$ cat src/rtl/cbi_pkg.sv
package cbi_pkg;
  localparam int unsigned BYTE_W = 8;

  // bits 2:1 of a group-00 command byte
  typedef enum logic [1:0] {
    CLR_NONE = 2'b00,
    CLR_CNT  = 2'b01,
    CLR_TOG  = 2'b10,
    CLR_ERR  = 2'b11
  } clr_fld_e;

  typedef struct packed {
    logic rst_ptr;
    logic clr_cnt;
    logic clr_tog;
    logic clr_err;
    logic ld_preset;
    logic xfer_latch;
  } cmd_t;

  localparam int unsigned ST_BT  = 0;
  localparam int unsigned ST_CT  = 1;
  localparam int unsigned ST_ERR = 4;
  localparam int unsigned ST_DIR = 5;
endpackage

$ cat src/rtl/cbi_cmd_dec.sv
module cbi_cmd_dec
  import cbi_pkg::*;
(
  input  logic              en_i,
  input  logic [BYTE_W-1:0] byte_i,
  output cmd_t              cmd_o
);
  logic     hit;
  clr_fld_e fld;

  assign hit = en_i && (byte_i[7:5] == 3'b000);
  assign fld = clr_fld_e'(byte_i[2:1]);

  always_comb begin
    cmd_o            = '0;
    cmd_o.rst_ptr    = hit && byte_i[0];
    cmd_o.ld_preset  = hit && byte_i[3];
    cmd_o.xfer_latch = hit && byte_i[4];
    cmd_o.clr_cnt    = hit && (fld == CLR_CNT);
    cmd_o.clr_tog    = hit && (fld == CLR_TOG);
    cmd_o.clr_err    = hit && (fld == CLR_ERR);
  end
endmodule

$ cat src/rtl/cbi_byte_ptr.sv
module cbi_byte_ptr #(
  parameter int unsigned NUM_BYTES = 3,
  localparam int unsigned PW = (NUM_BYTES > 1) ? $clog2(NUM_BYTES) : 1
) (
  input  logic          clk_i,
  input  logic          rst_ni,
  input  logic          clr_i,
  input  logic          adv_i,
  output logic [PW-1:0] ptr_o
);
  localparam logic [PW-1:0] LAST = PW'(NUM_BYTES - 1);

  always_ff @(posedge clk_i or negedge rst_ni) begin
    if (!rst_ni)    ptr_o <= '0;
    else if (clr_i) ptr_o <= '0;
    else if (adv_i) ptr_o <= (ptr_o == LAST) ? '0 : ptr_o + 1'b1;
  end
endmodule

$ cat src/rtl/cbi_count_core.sv
module cbi_count_core #(
  parameter int unsigned CNT_W = 24
) (
  input  logic             clk_i,
  input  logic             rst_ni,
  input  logic             load_i,
  input  logic [CNT_W-1:0] load_val_i,
  input  logic             clr_i,
  input  logic             clr_tog_i,
  input  logic             pulse_i,
  input  logic             up_i,
  output logic [CNT_W-1:0] cnt_o,
  output logic             bt_o,
  output logic             ct_o,
  output logic             dir_o
);
  localparam logic [CNT_W-1:0] MAX = '1;

  logic step;
  assign step = pulse_i && !load_i && !clr_i;

  always_ff @(posedge clk_i or negedge rst_ni) begin
    if (!rst_ni)     cnt_o <= '0;
    else if (load_i) cnt_o <= load_val_i;
    else if (clr_i)  cnt_o <= '0;
    else if (step)   cnt_o <= up_i ? cnt_o + 1'b1 : cnt_o - 1'b1;
  end

  always_ff @(posedge clk_i or negedge rst_ni) begin
    if (!rst_ni) begin
      bt_o  <= 1'b0;
      ct_o  <= 1'b0;
      dir_o <= 1'b0;
    end else begin
      if (step) dir_o <= up_i;
      if (clr_tog_i) begin
        bt_o <= 1'b0;
        ct_o <= 1'b0;
      end else if (step) begin
        if (up_i && cnt_o == MAX)   ct_o <= ~ct_o;
        if (!up_i && cnt_o == '0)   bt_o <= ~bt_o;
      end
    end
  end
endmodule

$ cat src/rtl/cntr_byte_if.sv
module cntr_byte_if
  import cbi_pkg::*;
#(
  parameter int unsigned CNT_BYTES = 3
) (
  input  logic              clk_i,
  input  logic              rst_ni,
  input  logic              sel_ctrl_i,
  input  logic              wr_i,
  input  logic              rd_i,
  input  logic [BYTE_W-1:0] wdata_i,
  output logic [BYTE_W-1:0] rdata_o,
  input  logic              cnt_pulse_i,
  input  logic              cnt_up_i,
  input  logic              noise_err_i
);
  localparam int unsigned CNT_W = CNT_BYTES * BYTE_W;
  localparam int unsigned PW    = (CNT_BYTES > 1) ? $clog2(CNT_BYTES) : 1;

  cmd_t                             cmd;
  logic [PW-1:0]                    ptr_q;
  logic [CNT_BYTES-1:0][BYTE_W-1:0] preset_q;
  logic [CNT_BYTES-1:0][BYTE_W-1:0] latch_q;
  logic [CNT_W-1:0]                 cnt_q;
  logic                             bt_q, ct_q, dir_q, err_q;
  logic                             data_wr, data_rd;

  assign data_wr = wr_i && !sel_ctrl_i;
  assign data_rd = rd_i && !wr_i && !sel_ctrl_i;

  cbi_cmd_dec u_dec (
    .en_i   (wr_i && sel_ctrl_i),
    .byte_i (wdata_i),
    .cmd_o  (cmd)
  );

  cbi_byte_ptr #(.NUM_BYTES(CNT_BYTES)) u_ptr (
    .clk_i  (clk_i),
    .rst_ni (rst_ni),
    .clr_i  (cmd.rst_ptr),
    .adv_i  (data_wr || data_rd),
    .ptr_o  (ptr_q)
  );

  cbi_count_core #(.CNT_W(CNT_W)) u_core (
    .clk_i      (clk_i),
    .rst_ni     (rst_ni),
    .load_i     (cmd.ld_preset),
    .load_val_i (preset_q),
    .clr_i      (cmd.clr_cnt),
    .clr_tog_i  (cmd.clr_tog),
    .pulse_i    (cnt_pulse_i),
    .up_i       (cnt_up_i),
    .cnt_o      (cnt_q),
    .bt_o       (bt_q),
    .ct_o       (ct_q),
    .dir_o      (dir_q)
  );

  for (genvar b = 0; b < CNT_BYTES; b++) begin : g_lane
    always_ff @(posedge clk_i or negedge rst_ni) begin
      if (!rst_ni) begin
        preset_q[b] <= '0;
        latch_q[b]  <= '0;
      end else begin
        if (data_wr && ptr_q == PW'(b)) preset_q[b] <= wdata_i;
        if (cmd.xfer_latch)             latch_q[b]  <= cnt_q[b*BYTE_W +: BYTE_W];
      end
    end
  end

  always_ff @(posedge clk_i or negedge rst_ni) begin
    if (!rst_ni)          err_q <= 1'b0;
    else if (noise_err_i) err_q <= 1'b1;
    else if (cmd.clr_err) err_q <= 1'b0;
  end

  logic [BYTE_W-1:0] status;
  always_comb begin
    status         = '0;
    status[ST_BT]  = bt_q;
    status[ST_CT]  = ct_q;
    status[ST_ERR] = err_q;
    status[ST_DIR] = dir_q;
  end

  assign rdata_o = sel_ctrl_i ? status : latch_q[ptr_q];
endmodule

$ cat config.mk
export PLATFORM = sky130hd
export DESIGN_NAME = cntr_byte_if
export DESIGN_NICKNAME = d
export VERILOG_FILES = /design/src/rtl/cbi_pkg.sv /design/src/rtl/cbi_cmd_dec.sv /design/src/rtl/cbi_byte_ptr.sv /design/src/rtl/cbi_count_core.sv /design/src/rtl/cntr_byte_if.sv
export SDC_FILE = /design/constraint.sdc
export NUM_CORES = 1
export LEC_CHECK = 0
export ABC_AREA = 1
export BUFFER_PORTS_ARGS = -buffer_cell sky130_fd_sc_hd__buf_4
export CAP_MARGIN = 40
export CORE_ASPECT_RATIO = 0.7
export CORE_MARGIN = 10
export CORE_UTILIZATION = 55
export CTS_CLUSTER_SIZE = 30
export DETAILED_ROUTE_END_ITERATION = 16
export GPL_TIMING_DRIVEN = 0
export PLACE_DENSITY = 0.74
export SYNTH_ARGS = -nofsm -noshare
export SYNTH_HDL_FRONTEND = slang
export SYNTH_SLANG_ARGS = --single-unit
$ cat constraint.sdc
create_clock -name clk_i -period 1.9 [get_ports clk_i]
set_input_delay 0.475 -clock clk_i [delete_from_list [all_inputs] [get_ports clk_i]]
set_output_delay 0.475 -clock clk_i [all_outputs]
set_load 0.1 [all_outputs]
## Yosys cells after proc, flatten, opt, wreduce, memory -nomap -nowiden

Index checks and enable logic that the tools add are counted.

- Word-level logic and storage cells: 77
- Output and inout port bits: 8
- Register bits: 78

- $add $sub $neg: 3
- Magnitude comparators: 1
- Reductions and logical operators: 35
- Mux-type cells: 18
- Equal/unequal tests: 6
- Bitwise logic cells: 2

Operators by type and width:

| kind | number |
|---|---|
| 24-bit 2-to-1 mux | 4 |
| 24-bit by 1-bit adder with 24-bit output (second input constant) | 1 |
| 24-bit == test (second input constant) | 1 |
| 24-bit logical NOT | 1 |
| 24-bit by 1-bit subtractor with 24-bit output (second input constant) | 1 |
| 1-bit logical AND | 18 |
| 8-bit binary-select mux with 2-bit select | 1 |
| 8-bit 2-to-1 mux | 2 |
| 2-bit nonzero test | 5 |
| 1-bit 2-to-1 mux | 8 |
| 2-bit == test (second input constant) | 3 |
| 2-bit 2-to-1 mux | 3 |
| 1-bit logical NOT | 5 |
| 2-bit by 1-bit == test with 1-bit output (second input constant) | 2 |
| 2-bit AND reduction | 2 |
| 3-bit logical NOT | 1 |
| 2-bit by 3-bit less-than comparator with 1-bit output (second input constant) | 1 |
| 3-bit nonzero test | 1 |
| 2-bit by 1-bit adder with 2-bit output (second input constant) | 1 |
| 2-bit logical NOT | 1 |
| 1-bit inverter | 2 |
| 1-bit logical OR | 1 |

## Logic depth before layout (Yosys ltp)

Gate-level depths: netlist (run 1).

- Word-level depth: 9
- Mapped depth: 15

## By module

Synthesis (run 1) repeated with hierarchy kept, for this count alone.

- Cells, all modules: 758
- Area total of the unflattened synthesis: 5532.8 sq um

By module, submodules not included:

| module | area an instance (sq um) | times used | seq. area each (sq um) | cells an instance |
|---|---|---|---|---|
| cbi_count_core | 3128.0 | 1 | 675.6 | 519 |
| cntr_byte_if | 2240.9 | 1 | 1226.2 | 210 |
| cbi_byte_ptr | 88.8 | 1 | 50.0 | 11 |
| cbi_cmd_dec | 75.1 | 1 | 0.0 | 18 |

## Worst setup path after synthesis (run 1)

Ideal clock, no wire load.

- Path kind: reg-to-output
- From: register u_ptr.ptr_o[1]
- To: output rdata_o[0]
- Arrival time: 3043 ps
- Setup slack: -1618 ps
- Path buffers: 0
- Stages on the path, launching flop included: 6
- Cell sequence: dfrtp_1 > nor2_1 > inv_1 > o22ai_1 > a21oi_1 > o21ai_0

- Longest elaborated chain between the ends: 3

RTL lines:

| what | RTL line | source |
|---|---|---|
| from (decl) | cbi_byte_ptr.sv:9 | `output logic [PW-1:0] ptr_o` |
| from (signal assigned) | cbi_byte_ptr.sv:16 | `else if (adv_i) ptr_o <= (ptr_o == LAST) ? '0 : ptr_o + 1'b1;` |
| 8-bit binary-select mux with 2-bit select | cntr_byte_if.sv:87 | `assign rdata_o = sel_ctrl_i ? status : latch_q[ptr_q];` |
| 8-bit 2-to-1 mux (implied by the code) | cntr_byte_if.sv:87 |  |
| 8-bit 2-to-1 mux | cntr_byte_if.sv:87 |  |
| to (decl) | cntr_byte_if.sv:12 | `output logic [BYTE_W-1:0] rdata_o,` |

Every way passes these cells. The select of a mux whose other input is x is not followed.

## Worst setup path in the final report (run 1)

- From: register u_ptr.ptr_o[1]
- To: output rdata_o[5]

Same word-level chain as after synthesis.

==> impl_metrics.ini, run 1 <==
[synthesis]
ys_warn_count = 0
ys_ff_latch = 78
avgSynthCellArea_sq_um = 6.71
synthArstFlopShare = 1.00
syn_area_sq_um = 5320
synthCells = 793
synthFlopType = dfrtp_1
ys_types = 37
seq_area_frac_synth = 0.367
synth_fp_nets = 832
synth_edf_count = 0

[global_route]
gr-total-overflow = 0
grt_pass1_wl_um = 28400
grt_use_total = 0.259
antenna_found_initial = 0
grt_pass1_vias = 5298
grt_max_degree = 60

[cells_and_area]
fillCellCount = 566
nets = 899
area_delta_synth_final_pct = 41.8
layout_common_cells = 211 x nand2_1, 110 x inv_1, 65 x dfrtp_1, 48 x o21ai_0, 45 x nand2_2
regArea_sq_um = 1970
layout_commonest_cell = nand2_1
utilization = 0.815
design_area_sq_um = 7540
multi_input_area_sq_um = 3850
drive_above_1_share = 0.362
diodes = 0

[clock_network]
clk_latency_ns = 0.33
cts_tree = built
h-tree-depth = 3
cts.path.max_buffers = 2
cts_root_buffer = clkbuf_16
cts.sinks = 78
cts-buffers-inserted = 9
clk_pin_slew_ns = 0.06

[placement]
io_buffers = 23
routabilityCongestion = 1.00
post_dp_cell_area_sq_um = 5760
dp_hpwl_um = 12800

[detailed_routing]
drtIter0Drc = 728
vias = 5902
drt-total-wl_um = 19800
drc = 0
drt_pass1_iterations = 6
via_per_inst = 5.97
drtAntennaViolNets = 0
wl_per_cell_um = 20.0

[setup_path]
path_cells = inv_2 > nor2_4 > inv_4 > o21ai_4 > a221oi_4 > a21oi_4 > buf_12
rr_endpoint = u_core.cnt_o[19]
critPathArrivalTime_ns = 1.66
criticalPathCategory = flop to primary output
r2r_cells = 9
slowest_stage = dfrtp_2
r2r_slack_ns = -0.04
cp_num_buf_inv = 3
critPathMaxStageDelay_ns = 0.42
crit_fanout = 7
start_kind = flop
r2r_start = u_core.cnt_o[10]
worstPathRequired_ns = 1.42
end_kind = primary output
crit_family = compound AO/OA/AOI/OAI gates

[floorplanning]
coreArea_sq_um = 9250
io_pins = 24
die_w_um = 138
rows = 29
die_y_um = 102
die-area_sq_um = 14100
initial_utilization = 0.575

[timing]
fin_crit_sh = 1.12
timing_hold_violations_final = 0
rsz0062_at_grt = yes
finalClockSkew_ns = 0.00447
max_slew.worst_pin.slew_ns = 0.403
slew_headroom = 0.732
setup_viol = 24
finalCriticalPeriod_ns = 2.14
max_freq_ghz = 0.468
setup_ws_ns = -0.237
drv_slew = 0

[pwr]
finalPower_mw = 12.8
vdd_drop_max_uv = 1120
p_per_area_nw_per_um2 = 1700
leakage_nw = 3.71

[status]
violations = negative setup slack
status = complete, but fails checks

[run]
maxCapViolations = 0

[worst_hold_path]
min_path_type = input pin to asynchronous set/reset pin
==> flip-flops by register name, summed over array words and instances (netlist names) <==
name,cells
preset_q,24
u_core.bt_o,1
latch_q,24
u_core.ct_o,1
u_core.cnt_o,24
err_q,1
u_core.dir_o,1
u_ptr.ptr_o,2
==> cells in the mapped netlist (all sizes together), types with 4 or more instances <==
| master | count | area [sq um] |
|---|---|---|
| or2 | 6 | 37.5 |
| nand3 | 38 | 190 |
| o21ai | 61 | 317 |
| a21oi | 29 | 145 |
| o22ai | 5 | 31.3 |
| clkbuf | 4 | 15.0 |
| ha | 22 | 275 |
| dfrtp | 78 | 1950 |
| nand3b | 6 | 45.0 |
| nor3 | 8 | 51.3 |
| buf | 11 | 85.1 |
| mux2 | 6 | 67.6 |
| nor4 | 5 | 31.3 |
| nand2 | 279 | 1060 |
| nor2 | 68 | 270 |
| nand4 | 12 | 75.1 |
| inv | 136 | 510 |
| a31oi | 5 | 31.3 |
==> area by class of cell <==
| type | count | share of cell area |
|---|---|---|
| Tap cell | 124 | 0.0206 |
| Timing Repair Buffer | 54 | 0.0813 |
| Clock inverter | 4 | 0.00929 |
| Multi-Input combinational cell | 563 | 0.511 |
| Sequential cell | 78 | 0.261 |
| Clock buffer | 12 | 0.0327 |
| Buffer | 15 | 0.0133 |
| Timing Repair inverter | 2 | 0.00199 |
| Inverter | 137 | 0.0692 |
==> where the power goes <==
| part | switching [mW] | total (mW) | internal, mW | leakage, nW |
|---|---|---|---|---|
| Sequential | 0.939 | 3.32 | 2.38 | 0.912 |
| Clock | 0.640 | 1.82 | 1.18 | 0.157 |
| Combinational | 4.61 | 7.68 | 3.08 | 2.64 |
==> how the worst max path moves through the flow <==
stage                         startpoint                to  slack [ns]  depth (start not counted)
after floorplan                 cnt_up_i  u_core.cnt_o[10]       -0.28                         13
after global placement          cnt_up_i  u_core.cnt_o[16]       -1.05                         11
after detailed placement        cnt_up_i  u_core.cnt_o[16]       -1.10                         11
after CTS                 u_ptr.ptr_o[1]        rdata_o[5]       -0.16                          7
after global routing      u_ptr.ptr_o[1]        rdata_o[5]       -0.27                          7
final                     u_ptr.ptr_o[1]        rdata_o[5]       -0.24                          7
==> metrics by stage <==
stage	std cells	hold slack [ns]	setup TNS [ns]	worst slack, ns
final	989	0.0208	-2.41	-0.237
after global routing	989	0.0328	-3.98	-0.275
after CTS	973	0.0235	-1.01	-0.164
after detailed placement	941	0.375	-20.30	-1.10
after global placement	940	0.469	-18.75	-1.05
after floorplan	793	0.179	-3.81	-0.282
==> cell families after synthesis <==
logic type	share of synthesized area
AOI/OAI and AO/OA	0.113
xor gates and xnor gates	0.00329
adders and majority gates	0.0555
buffers and inverters	0.116
DFF	0.367
muxes	0.0127
and+or+nand+nor	0.333
==> what timing repair did <==
item | CTS | global route
hold buffers | 0 | 0
pin swaps | 14 | 82
endpoints found under the setup margin | 29 | 26
setup buffers | 14 | 15
gates resized for setup | 136 | 166
cloned | 2 | 1
==> layer usage <==
layer  vias to the layer above  global-route usage  share of wire
met4                         0              0.0775          0.035
met2                       345               0.379           0.44
met1                      2842               0.354           0.42
met5                         -                   0              0
met3                        73              0.0887           0.11
li1                       2642                   -              -
Note: power is estimated with default switching activity, not from simulation.
==> inputs of run 2 (changes only) <==
- TNS_END_PERCENT: unset -> 1
==> impl_metrics.ini, run 2 (synthesis results as in run 1) <==
[status]
violations = negative setup slack
status = complete, but fails checks

[clock_network]
cts.sinks = 78
clk_latency_ns = 0.35
cts_root_buffer = clkbuf_16
h-tree-depth = 3
cts.path.max_buffers = 2
cts_tree = built
clk_pin_slew_ns = 0.06
cts-buffers-inserted = 9

[setup_path]
worstPathRequired_ns = 1.42
critPathArrivalTime_ns = 1.67
crit_fanout = 7
criticalPathCategory = flop to primary output
critPathMaxStageDelay_ns = 0.46
r2r_start = u_core.cnt_o[8]
crit_start = u_ptr.ptr_o[1]
start_kind = flop
end_kind = primary output
slowest_stage = dfrtp_2
r2r_cells = 12
path_cells = inv_2 > nor2_4 > inv_4 > o21ai_4 > a221oi_4 > a21oi_4 > buf_12

[floorplanning]
die-area_sq_um = 14100
rows = 29
initial_utilization = 0.575
die_w_um = 138
io_pins = 24
die_y_um = 102
coreArea_sq_um = 9250

[timing]
timing_hold_violations_final = 0
slew_headroom = 0.729
finalClockSkew_ns = 0.00628
drv_slew = 0
max_slew.worst_pin.slew_ns = 0.406
finalCriticalPeriod_ns = 2.15
max_freq_ghz = 0.466
whs_ns = 0.323
setup_ws_ns = -0.245
setup_viol = 24
rsz0062_at_grt = yes
fin_crit_sh = 1.13
tns_ns = -2.92

[placement]
post_dp_cell_area_sq_um = 5740
dp_slack_ns = -1.08
io_buffers = 23
dp_hpwl_um = 13100
routabilityCongestion = 0.992
dp.cells = 941

[cells_and_area]
utilization = 0.717
diodes = 0
layout_common_cells = 269 x nand2_1, 126 x inv_1, 70 x dfrtp_1, 52 x nor2_1, 51 x o21ai_0
top_regs = latch_q: 24 flops, preset_q: 24 flops, u_core.cnt_o: 24 flops
nets = 881
layout_commonest_cell = nand2_1
drive_above_1_share = 0.190
layout.cells.non_filler = 971
design_area_sq_um = 6640
area_delta_synth_final_pct = 24.7

[detailed_routing]
drtIter0Drc = 558
drt_pass1_iterations = 7
via_per_inst = 5.64
drtAntennaViolNets = 0
vias = 5473
drc = 0
drt-total-wl_um = 17700
wl_per_cell_um = 18.3

[global_route]
grt_use_total = 0.254
gr-total-overflow = 0
antenna_found_initial = 0
grt_pass1_wl_um = 27300
grt_max_degree = 66
grt_pass1_vias = 5137

[worst_hold_path]
min_path_cells = 2
min_path_type = input pin to flop
hp-start = noise_err_i

[pwr]
finalPower_mw = 10.8
p_per_area_nw_per_um2 = 1640
leakage_nw = 3.40
vdd_drop_max_uv = 1020

[run]
maxCapViolations = 0
[run 2: changes by cell type in the layout (fill, tap and decap cells not counted), sizes merged]
cell | previous run | this run
dlygate4sd3 | 0 | 1
clkbuf | 17 | 14
buf | 64 | 46
clkinv | 3 | 4
clkinvlp | 3 | 4
[run 2: final cells by class]
class                   instances  area (sq um)
flip-flops and latches         78          1960
repair inverters                2          15.0
well taps                     124           155
inverters                     137           524
clock inverters                 6          86.3
plain buffers                  15           100
repair buffers                 36           417
multi-input cells             563          3150
clock buffers                  10           229
fillers                       732          2620
[run 2: critical path: cells and delay by family (launching register included)]
kind	cells	cell delay, ns
compound gates	3	0.43
simple gates	1	0.04
flops	1	0.46
buf+inv	3	0.39
[run 2: layer usage]
layer,GRT usage,vias up,part of all wire
li1,-,2605,-
met1,0.351,2563,0.44
met2,0.362,262,0.43
met3,0.0824,43,0.11
met4,0.0921,0,0.025
met5,0,-,0
[run 2: report_power, final]
group / switching, mW / internal (mW) / leakage [nW]
Clock: 0.685 / 1.15 / 0.152
Combinational: 3.56 / 2.17 / 2.33
Sequential: 0.919 / 2.37 / 0.917
Total: 5.17 / 5.68 / 3.40
[run 2: what timing repair did]
action	4_1_cts	5_1_grt
hold buffers	1	0
setup buffers	9	2
setup endpoints to repair	29	27
gates resized for setup	107	12
cloned	2	0
pin swaps	9	3
hold endpoints to repair	13	0
[run 2: final timing paths]
path,to,slack (ns)
min in group asynchronous,latch_q[19],0.53
max in group asynchronous,u_core.cnt_o[8],0.77
setup / recovery,rdata_o[4],-0.25
hold / removal,err_q,0.32
hold reg to reg,u_core.ct_o,0.49
setup reg to reg,u_core.cnt_o[10],-0.16
==> inputs of run 3 (changes only) <==
- CTS_BUF_LIST: unset -> sky130_fd_sc_hd__clkbuf_2
- RECOVER_POWER: unset -> 50
==> impl_metrics.ini, run 3 (synthesis results as in run 1) <==
[pwr]
leakage_nw = 3.26
swShare = 0.505
vdd_drop_max_uv = 1050
p_clk_frac = 0.107
p_int_mw = 4.80
p_sw_mw = 4.90
p_per_area_nw_per_um2 = 1560
power_frac_seq = 0.334
combPwrFrac = 0.559

[timing]
max_slew.worst_pin.slew_ns = 0.837
fin_crit_sh = 1.26
max_freq_ghz = 0.417
finalClockSkew_ns = 0.0235
rsz0062_at_grt = yes
setup_ws_ns = -0.500
timing_hold_violations_final = 0
slew_headroom = 0.442
setup_viol = 26
finalCriticalPeriod_ns = 2.40
drv_slew = 0

[status]
violations = negative setup slack
status = complete, but fails checks

[global_route]
antenna_found_initial = 0
grt_use_total = 0.245
grt_max_degree = 66
gr-total-overflow = 0
grt_pass1_wl_um = 26400
grt_pass1_vias = 4958

[setup_path]
criticalPathCategory = flop to primary output
r2r_start = u_core.cnt_o[8]
critPathMaxStageDelay_ns = 0.48
path_cells = buf_4 > nor2_4 > inv_4 > nor2_2 > o21ai_1 > inv_1 > buf_12
end_kind = primary output
crit_fanout = 6
start_kind = flop
critPathArrivalTime_ns = 1.92
worstPathRequired_ns = 1.42
slowest_stage = dfrtp_2
crit_start = u_ptr.ptr_o[1]
crit_family = buffers and inverters
cp_num_buf_inv = 4

[detailed_routing]
vias = 5384
drtAntennaViolNets = 0
wl_per_cell_um = 17.9
drt-total-wl_um = 17200
drt_pass1_iterations = 5
via_per_inst = 5.59
drc = 0
drtIter0Drc = 584

[worst_hold_path]
hp-start = noise_err_i
min_path_type = input pin to flop

[clock_network]
clk_latency_ns = 0.56
cts_root_buffer = clkbuf_2
cts-buffers-inserted = 9
clk_pin_slew_ns = 0.20
h-tree-depth = 3
cts.path.max_buffers = 2
cts_tree = built
cts.sinks = 78

[cells_and_area]
area_delta_synth_final_pct = 16.8
layout_common_cells = 272 x nand2_1, 128 x inv_1, 62 x dfrtp_1, 58 x nor2_1, 53 x o21ai_0
regArea_sq_um = 1970
utilization = 0.672
multi_input_area_sq_um = 2990
drive_above_1_share = 0.161
nets = 873
layout_commonest_cell = nand2_1
diodes = 0
top_regs = latch_q: 24 flops, preset_q: 24 flops, u_core.cnt_o: 24 flops
fillCellCount = 816

[run]
maxCapViolations = 0

[floorplanning]
die-area_sq_um = 14100
die_w_um = 138
io_pins = 24
die_y_um = 102
rows = 29
coreArea_sq_um = 9250
initial_utilization = 0.575

[placement]
io_buffers = 23
routabilityCongestion = 0.992
dp_slack_ns = -1.08
dp_hpwl_um = 13100
## run 3: area by class of cell
cell class                 instances  share of cell area
multi-input combinational        563               0.482
sequential                        78               0.317
inverter                         137              0.0844
timing repair buffer              29              0.0522
tap                              124              0.0250
buffer                            15              0.0161
clock inverter                     6              0.0139
clock buffer                      10             0.00805
timing repair inverter             1             0.00121
## run 3: path summary, 6_finish.rpt
path | end | slack (ns) | cells past startpoint
min in group asynchronous | latch_q[19] | 0.45 | 2
hold / removal | err_q | 0.10 | 2
setup reg to reg | u_core.cnt_o[18] | -0.23 | 9
max in group asynchronous | u_core.cnt_o[12] | 0.08 | 3
hold reg to reg | preset_q[22] | 0.52 | 2
setup / recovery | rdata_o[3] | -0.50 | 7
## run 3: per-stage QoR
step	power, mW	cell area, sq um	TNS, ns	cells	hold slack, ns
2_1_floorplan	6.43	5380	-4.52	793	0.179
3_3_place_gp	7.68	5710	-18.38	940	0.469
3_5_place_dp	7.89	5740	-20.44	941	0.343
4_1_cts	9.45	6180	-4.68	963	0.0874
5_1_grt	10.4	6210	-12.66	963	0.0791
6_report	9.70	6210	-5.77	963	0.105
## run 3: repair_timing
| action | 4_1_cts | 5_1_grt |
|---|---|---|
| gates cloned | 1 | 0 |
| gates resized for setup | 75 | 18 |
| hold buffers | 1 | 0 |
| hold endpoints to repair | 13 | 0 |
| setup buffers | 4 | 0 |
| setup endpoints to repair | 28 | 27 |
| pin swaps | 6 | 0 |
## run 3: routing by layer
layer | GRT usage | wire, um
met3 | 0.0642 | 1720
met1 | 0.349 | 7750
met4 | 0.0808 | 386
met2 | 0.352 | 7340
met5 | 0 | 0
## run 3: power groups by stage
stage | Sequential [mW] | Clock, mW | Combinational (mW)
after floorplan | 2.78 | 0 | 3.65
after global placement | 3.12 | 0 | 4.56
after detailed placement | 3.15 | 0 | 4.74
after CTS | 3.18 | 1.04 | 5.24
after global routing | 3.29 | 1.11 | 6.01
final | 3.24 | 1.03 | 5.43
